--- src/rtl/seg_xlate.sv ---
module seg_xlate #(
  parameter int AW    = 32,
  parameter int SW    = 16,
  parameter int NDESC = 16
) (
  input  logic                         clk,
  input  logic                         rst_n,
  input  logic                         prot_en,
  input  logic [SW-1:0]                cs_sel,
  input  logic                         req_valid,
  input  logic [SW-1:0]                req_sel,
  input  logic [AW-1:0]                req_off,
  output logic                         rsp_valid,
  output logic [AW-1:0]                rsp_lin,
  output logic                         rsp_fault,
  output logic [1:0]                   rsp_cause,
  input  logic                         dw_en,
  input  logic [$clog2(NDESC)-1:0]     dw_idx,
  input  logic [AW-1:0]                dw_base,
  input  logic [AW-1:0]                dw_limit,
  input  logic [1:0]                   dw_dpl,
  input  logic                         tl_en,
  input  logic [$clog2(NDESC+1)-1:0]   tl_val,
  output logic                         wr_reject
);
  localparam int IW = $clog2(NDESC);
  localparam int CW = $clog2(NDESC+1);
  localparam int XW = SW - 3;

  localparam logic [1:0] C_NONE = 2'b00;
  localparam logic [1:0] C_LIM  = 2'b01;
  localparam logic [1:0] C_PRIV = 2'b10;
  localparam logic [1:0] C_IDX  = 2'b11;

  logic [AW-1:0] base_q  [NDESC];
  logic [AW-1:0] limit_q [NDESC];
  logic [1:0]    dpl_q   [NDESC];
  logic [CW-1:0] cnt_q;

  wire [1:0]    cpl   = cs_sel[1:0];
  wire          wr_ok = (cpl == 2'd0);
  wire [XW-1:0] idx   = req_sel[SW-1:3];
  wire [IW-1:0] slot  = idx[IW-1:0];

  wire idx_bad  = idx >= XW'(cnt_q);
  wire priv_bad = cpl > dpl_q[slot];
  wire lim_bad  = req_off >= limit_q[slot];

  wire [AW-1:0] real_lin = AW'({req_sel, 4'b0000}) + req_off;
  wire [AW-1:0] prot_lin = base_q[slot] + req_off;

  logic [1:0] cause_d;
  always_comb begin
    if (!prot_en)      cause_d = C_NONE;
    else if (idx_bad)  cause_d = C_IDX;
    else if (priv_bad) cause_d = C_PRIV;
    else if (lim_bad)  cause_d = C_LIM;
    else               cause_d = C_NONE;
  end

  wire [CW-1:0] cnt_d = (tl_val > CW'(NDESC)) ? CW'(NDESC) : tl_val;

  always_ff @(posedge clk) begin
    if (!rst_n) begin
      for (int i = 0; i < NDESC; i++) begin
        base_q[i]  <= '0;
        limit_q[i] <= '0;
        dpl_q[i]   <= '0;
      end
      cnt_q     <= '0;
      wr_reject <= 1'b0;
    end else begin
      if (dw_en && wr_ok) begin
        base_q[dw_idx]  <= dw_base;
        limit_q[dw_idx] <= dw_limit;
        dpl_q[dw_idx]   <= dw_dpl;
      end
      if (tl_en && wr_ok) cnt_q <= cnt_d;
      wr_reject <= (dw_en || tl_en) && !wr_ok;
    end
  end

  always_ff @(posedge clk) begin
    if (!rst_n) begin
      rsp_valid <= 1'b0;
      rsp_lin   <= '0;
      rsp_fault <= 1'b0;
      rsp_cause <= C_NONE;
    end else begin
      rsp_valid <= req_valid;
      if (req_valid) begin
        rsp_fault <= (cause_d != C_NONE);
        rsp_cause <= cause_d;
        if (cause_d != C_NONE) rsp_lin <= '0;
        else                   rsp_lin <= prot_en ? prot_lin : real_lin;
      end
    end
  end

  p_rsp_follows_r2: assert property (@(posedge clk) disable iff (!rst_n)
    req_valid |=> rsp_valid);
  p_rsp_idle_r2: assert property (@(posedge clk) disable iff (!rst_n)
    !req_valid |=> !rsp_valid);
  p_legacy_clean_r1: assert property (@(posedge clk) disable iff (!rst_n)
    (req_valid && !prot_en) |=> (!rsp_fault && rsp_cause == C_NONE));
  p_fault_zero_r7: assert property (@(posedge clk) disable iff (!rst_n)
    rsp_fault |-> (rsp_lin == '0 && rsp_cause != C_NONE));
  p_clean_cause_r7: assert property (@(posedge clk) disable iff (!rst_n)
    !rsp_fault |-> rsp_cause == C_NONE);
  p_reject_flag_r8: assert property (@(posedge clk) disable iff (!rst_n)
    ((dw_en || tl_en) && cs_sel[1:0] != 2'd0) |=> wr_reject);
  p_cnt_hold_r8: assert property (@(posedge clk) disable iff (!rst_n)
    (cs_sel[1:0] != 2'd0) |=> $stable(cnt_q));
  p_cnt_range_r8: assert property (@(posedge clk) disable iff (!rst_n)
    cnt_q <= CW'(NDESC));
endmodule

--- config.mk ---
export PLATFORM = sky130hd
export DESIGN_NAME = seg_xlate
export DESIGN_NICKNAME = d
export VERILOG_FILES = /design/src/rtl/seg_xlate.sv
export SDC_FILE = /design/constraint.sdc
export NUM_CORES = 2
export LEC_CHECK = 0
export BUFFER_PORTS_ARGS = -buffer_cell sky130_fd_sc_hd__buf_2
export CAP_MARGIN = 20
export CORE_MARGIN = 2
export CORE_UTILIZATION = 55
export CTS_CLUSTER_DIAMETER = 100
export CTS_CLUSTER_SIZE = 40
export DETAILED_ROUTE_END_ITERATION = 7
export PLACE_DENSITY = 0.82
export SLEW_MARGIN = 15
export SYNTH_ARGS = -nofsm -noshare
export SYNTH_HDL_FRONTEND = slang
export SYNTH_SLANG_ARGS = --single-unit
--- constraint.sdc ---
create_clock -name clk -period 13.9 [get_ports clk]
set_clock_uncertainty 0.15 [all_clocks]
set_input_delay 2.085 -clock clk [delete_from_list [all_inputs] [get_ports clk]]
set_output_delay 2.085 -clock clk [all_outputs]
set_load 0.01 [all_outputs]
== Word-level counts from Yosys, hierarchy flattened ==
Memory sizes are Yosys's and may differ from the RTL's.
Cells that the tools add are included.

* Magnitude comparators: 4
* Reductions and logical operators: 10
* Muxes and demuxes: 20
* Add/subtract/negate cells: 2

{| class="wikitable"
|+ Operators with widths
! cell !! count
|-
| 2-to-1 mux 32 bit || 4
|-
| OR reduction 32 bit || 2
|-
| adder 20 x 32 -> 32 bit || 1
|-
| adder 32 bit || 1
|-
| >= comparator 32 bit || 1
|-
| >= comparator 13 x 5 -> 1 bit || 1
|-
| 2-to-1 mux 4 bit || 3
|-
| 2-to-1 mux 1 bit || 8
|-
| 2-to-1 mux 2 bit || 4
|-
| > comparator 5 bit, second input constant || 1
|-
| 2-to-1 mux 5 bit || 1
|-
| logical AND 1 bit || 3
|-
| > comparator 2 bit || 1
|-
| logical NOT 2 bit || 1
|-
| nonzero test 2 bit || 1
|-
| OR reduction 2 bit || 1
|-
| logical NOT 1 bit || 1
|-
| logical OR 1 bit || 1
|}

* RAM bits: 1,056
* Bits of input ports: 145
* Memories kept: 3
* Logic and storage cells: 45
* Flip-flop bits (word level): 42

{| class="wikitable"
|+ Memories
! memory !! words !! bits a word !! read ports !! clocked after Yosys merged registers in !! write ports !! RTL line !! text
|-
| base_q || 16 || 32 || 1 || 0 || 16 || 35 || <nowiki>logic [AW-1:0] base_q [NDESC];</nowiki>
|-
| limit_q || 16 || 32 || 1 || 0 || 16 || 36 || <nowiki>logic [AW-1:0] limit_q [NDESC];</nowiki>
|-
| dpl_q || 16 || 2 || 1 || 0 || 16 || 37 || <nowiki>logic [1:0] dpl_q [NDESC];</nowiki>
|}

== Depth between registers and ports, before layout ==
An unclocked memory read counts as a cell.

* Depth in word-level cells: 8
* Mapped depth: 17

== Worst setup path after synthesis ==
Ideal clock, no wire load.

* Kind: input -> register
* Start point: input port cs_sel[0]
* End point: memory base_q[1][0] (enable)
* Stages: 3
* Path buffers: 0
* Arrival: 7.280 ns
* Path slack: 5.889 ns
* Setup time: 0.581 ns
* Data required time: 13.169 ns
* Cells stage by stage: nor4_1 > nand2b_1 > o21ai_0

{| class="wikitable"
|+ RTL lines
! what !! RTL line !! text
|-
| start: declaration || 9 || <nowiki>input logic [SW-1:0] cs_sel,</nowiki>
|-
| end: declaration || 35 ||
|}

== Worst setup path in the final report ==
* Start point: input port req_sel[3]
* End point: register rsp_lin[22]

* Word-level cells in the longest chain between the ends: 8

{| class="wikitable"
|+ Ends and longest elaborated chain
! what !! RTL line !! text
|-
| start: declaration || 11 || <nowiki>input logic [SW-1:0] req_sel,</nowiki>
|-
| memory read (16 x 32 bit) || n/a ||
|-
| >= comparator 32 bit || 47 || <nowiki>wire lim_bad = req_off >= limit_q[slot];</nowiki>
|-
| 2-to-1 mux 1 bit || 57 || <nowiki>else if (lim_bad) cause_d = C_LIM;</nowiki>
|-
| 2-to-1 mux 2 bit || 56 || <nowiki>else if (priv_bad) cause_d = C_PRIV;</nowiki>
|-
| 2-to-1 mux 2 bit || 55 || <nowiki>else if (idx_bad) cause_d = C_IDX;</nowiki>
|-
| 2-to-1 mux 2 bit || 54 || <nowiki>if (!prot_en) cause_d = C_NONE;</nowiki>
|-
| nonzero test 2 bit || 94 || <nowiki>if (cause_d != C_NONE) rsp_lin <= '0;</nowiki>
|-
| 2-to-1 mux 32 bit * || 94 ||
|-
| end signal: assignment || 95 || <nowiki>else rsp_lin <= prot_en ? prot_lin : real_lin;</nowiki>
|-
| end: declaration || 14 || <nowiki>output logic [AW-1:0] rsp_lin,</nowiki>
|}

Mark *: on every way between the ends. The rest lies on a longest branch, timed or not.
A chain may end at the register's enable or synchronous reset.

==> metrics.md <==
| Metric | Value |
|---|---|
| Power Dens Cells | `109 nW/um^2` |
| Hold path depth | `2` |
| DRT iter0 DRCs | `4438` |
| Netlist cell types | `75` |
| Tmin final | `7540 ps` |
| Tot GR Track Use | `28.7%` |
| Die W | `312 um` |
| GRT overflow | `0` |
| Final worst-path cycle share | `54.2%` |
| Core area | `94600 um^2` |
| Rows | `113` |
| Die area | `97600 um^2` |
| # port buffers | `167` |
| Max clock buf depth | `3` |
| Most frequent cells in the layout | `1064 x and2_1, 1056 x edfxtp_1, 330 x mux4_2, 163 x buf_2, 86 x ha_1` |
| Synth Register Bits | `1098` |
| Outcome | `finished clean` |
| Initial antenna violation count | `17` |
| Vias | `30200` |
| Post-cts resize count | `0` |
| Final Cell Area | `55400 um^2` |
| DIE HEIGHT | `312 um` |
| Wirelength per Cell | `29.8 um` |
| Maxcap violations | `0` |
| Largest area contributor in the netlist | `edfxtp_1` |
| Slew headroom | `20.4%` |
| Setup_tns | `0 ps` |
| Final worst setup slack | `6360 ps` |
| Largest net degree at the start of global routing | `106` |
| TritonCTS clock tree | `yes` |
| Slew @ Worst Pin | `1190 ps` |
| I/O Pins | `182` |
| Clock sinks | `1098` |
| Initial Util | `55.3%` |
| CP arrival | `7880 ps` |
| VDD IR max | `0.0000999 V` |
| Seq/Total Area, Yosys | `62.2%` |
| Number of global-route vias before repair | `29800` |
| CP Capture Type | `flip-flop` |
| Setup-failing EPs final | `0` |
| Ys async rst share | `0%` |
| Synth-to-Final Area Change | `5.91%` |
| CTS clk-pin slew, worst paths | `120 ps` |
| H-tree depth | `2` |
| Worst R2R Path Depth | `11` |
| Post-CTS Hold Fix Bufs | `0` |
| DRT Pass-1 Iters | `6` |
| Synth Warn # | `0` |
| Max FO, Critical Path | `62` |
| Final Net Count | `3654` |
| Share of layout cells above drive strength 1 | `18.8%` |
| Dpl cell area | `54400 um^2` |
| Max-slew violations | `0` |
| DRC viols | `0` |
| Synth Instances | `3438` |
| R2r setup slk | `9500 ps` |
| RSZ-0062 raised after global routing | `no` |
| Post-DP HPWL | `76600 um` |
| Syn_area_per_cell | `15.2 um^2` |
| Syn Nets | `3671` |
| Place WS | `5780 ps` |
| Final Non-Filler Cells | `4702` |
| Worst R2R End | `rsp_lin[22]$_SDFFE_PN0P_` |
| Routability cong. | `0.931` |
| Worst path required time | `14250 ps` |
| R2r startpoint | `limit_q[15][25]$_SDFFCE_PN0P_` |
| Overall Power | `6.06 mW` |
| Post-DRT Antenna Nets | `0` |
| EDFF count, synth | `1056` |
| Critical path class | `in -> reg` |
| Vias per cell | `6.41` |
| Total Wirelength | `140000 um` |
| Commonest non-fill, non-tap cell in the layout | `and2_1` |
| Fmax | `133 MHz` |
| Top cells by area, synth | `edfxtp_1 61%, mux4_2 14%, and2_1 13%, ha_1 2.1%, dfxtp_1 1.6%` |
| Worst Hold Class | `reg -> reg` |
| Setup Buffers After CTS | `0` |
| Synth Flop Type | `edfxtp_1` |
| Dpl cells | `4648` |
| LEAKAGE | `19.3 nW` |
| Skew-Pair Late Insertion Delay | `630 ps` |
| CTS buffer count | `34` |
| CTS root buffer | `clkbuf_16` |
| Startpoint types | `primary input` |
| Final hold violation count | `0` |
| Hold_sp | `rsp_lin[15]$_SDFFE_PN0P_` |
| Synthesized area | `52300 um^2` |
| Layout fillers | `6912` |
| Hold Path Sink | `rsp_lin[15]$_SDFFE_PN0P_` |
| First-pass GRT wire length | `203000 um` |
| Top cell type's share of synthesized area | `60.6%` |
metal layers:
metal / vias to the layer above / track usage [%] / share of wire [%]
met4: 18 / 10.4 / 3.9
met2: 2060 / 46.4 / 48
met3: 318 / 6.24 / 13
li1: 12600 / - / -
met5: - / 0 / 0.085
met1: 15100 / 38.8 / 36
flip-flops by register name (all words and copies together) (netlist names):
register and cells:
base_q 512, cnt_q 5, dpl_q 32, limit_q 512, rsp_cause 2, rsp_fault 1
rsp_lin 32, rsp_valid 1, wr_reject 1
cell families after synthesis:
group	after synthesis	synth area share, %
AO/OA/AOI/OAI	243	3.13
XOR/XNOR	48	0.803
adder cells (fa/ha/maj)	88	2.13
buffers and inverters	330	2.44
flip-flops	1098	62.2
multiplexers	338	14.4
AND/OR/NAND/NOR	1293	14.9
power by group:
part / total [mW] / internal (mW) / switching, mW
clock: 1.42 / 0.480 / 0.943
sequential: 3.83 / 3.78 / 0.0486
combinational: 0.806 / 0.322 / 0.484
synthesized netlist by cell type (all sizes together), types with 12 or more instances:
library cell  count
a21o             27
nor2             51
mux4            330
nand2b           16
buf              50
nand2            57
nor2b            12
dfxtp            42
xor2             23
nand3            23
and2           1064
o21ai            63
inv              60
a211oi           12
clkbuf          220
ha               86
edfxtp         1056
nor3             26
a21oi            56
xnor2            25
worst max-delay path, cell delays in order:
cell and delay (ps):
buf_8 480, buf_4 820, buf_4 630, mux4_2 590, mux4_2 590, inv_1 110
ha_1 150, nand4_1 150, nor4_1 570, o21ai_0 370, o211a_1 410, nand2b_1 390
nand2_2 230, o221ai_1 150
metrics by stage:
step	hold WS (ps)	utilization (%)
5_1_grt	341	58.6
2_1_floorplan	294	-
6_report	308	58.6
4_1_cts	312	58.5
3_3_place_gp	291	57.5
3_5_place_dp	295	57.5
worst max-delay path by stage:
| stage | start | endpoint | slack [ps] | cells past startpoint |
|---|---|---|---|---|
| 3_3_place_gp | req_sel[3] | rsp_lin[22]$_SDFFE_PN0P_ | 5820 | 14 |
| 4_1_cts | req_sel[3] | rsp_lin[22]$_SDFFE_PN0P_ | 6440 | 14 |
| 2_1_floorplan | cs_sel[0] | base_q[1][0]$_SDFFCE_PN0P_ | 5890 | 3 |
| 3_5_place_dp | req_sel[3] | rsp_lin[22]$_SDFFE_PN0P_ | 5780 | 14 |
| 6_report | req_sel[3] | rsp_lin[22]$_SDFFE_PN0P_ | 6360 | 14 |
| 5_1_grt | req_sel[3] | rsp_lin[22]$_SDFFE_PN0P_ | 6130 | 14 |
cell type report:
| class | instances | area (um^2) | share of cell area [%] |
|---|---|---|---|
| well taps | 1265 | 1580 | 2.86 |
| flip-flops and latches | 1098 | 32600 | 58.7 |
| inverters | 60 | 225 | 0.406 |
| diodes | 7 | 17.5 | 0.0316 |
| clock inverters | 6 | 75.1 | 0.135 |
| multi-input cells | 2010 | 18800 | 33.9 |
| repair buffers | 217 | 1310 | 2.35 |
| clock buffers | 39 | 891 | 1.61 |
Power figures use the tool's default switching activity.
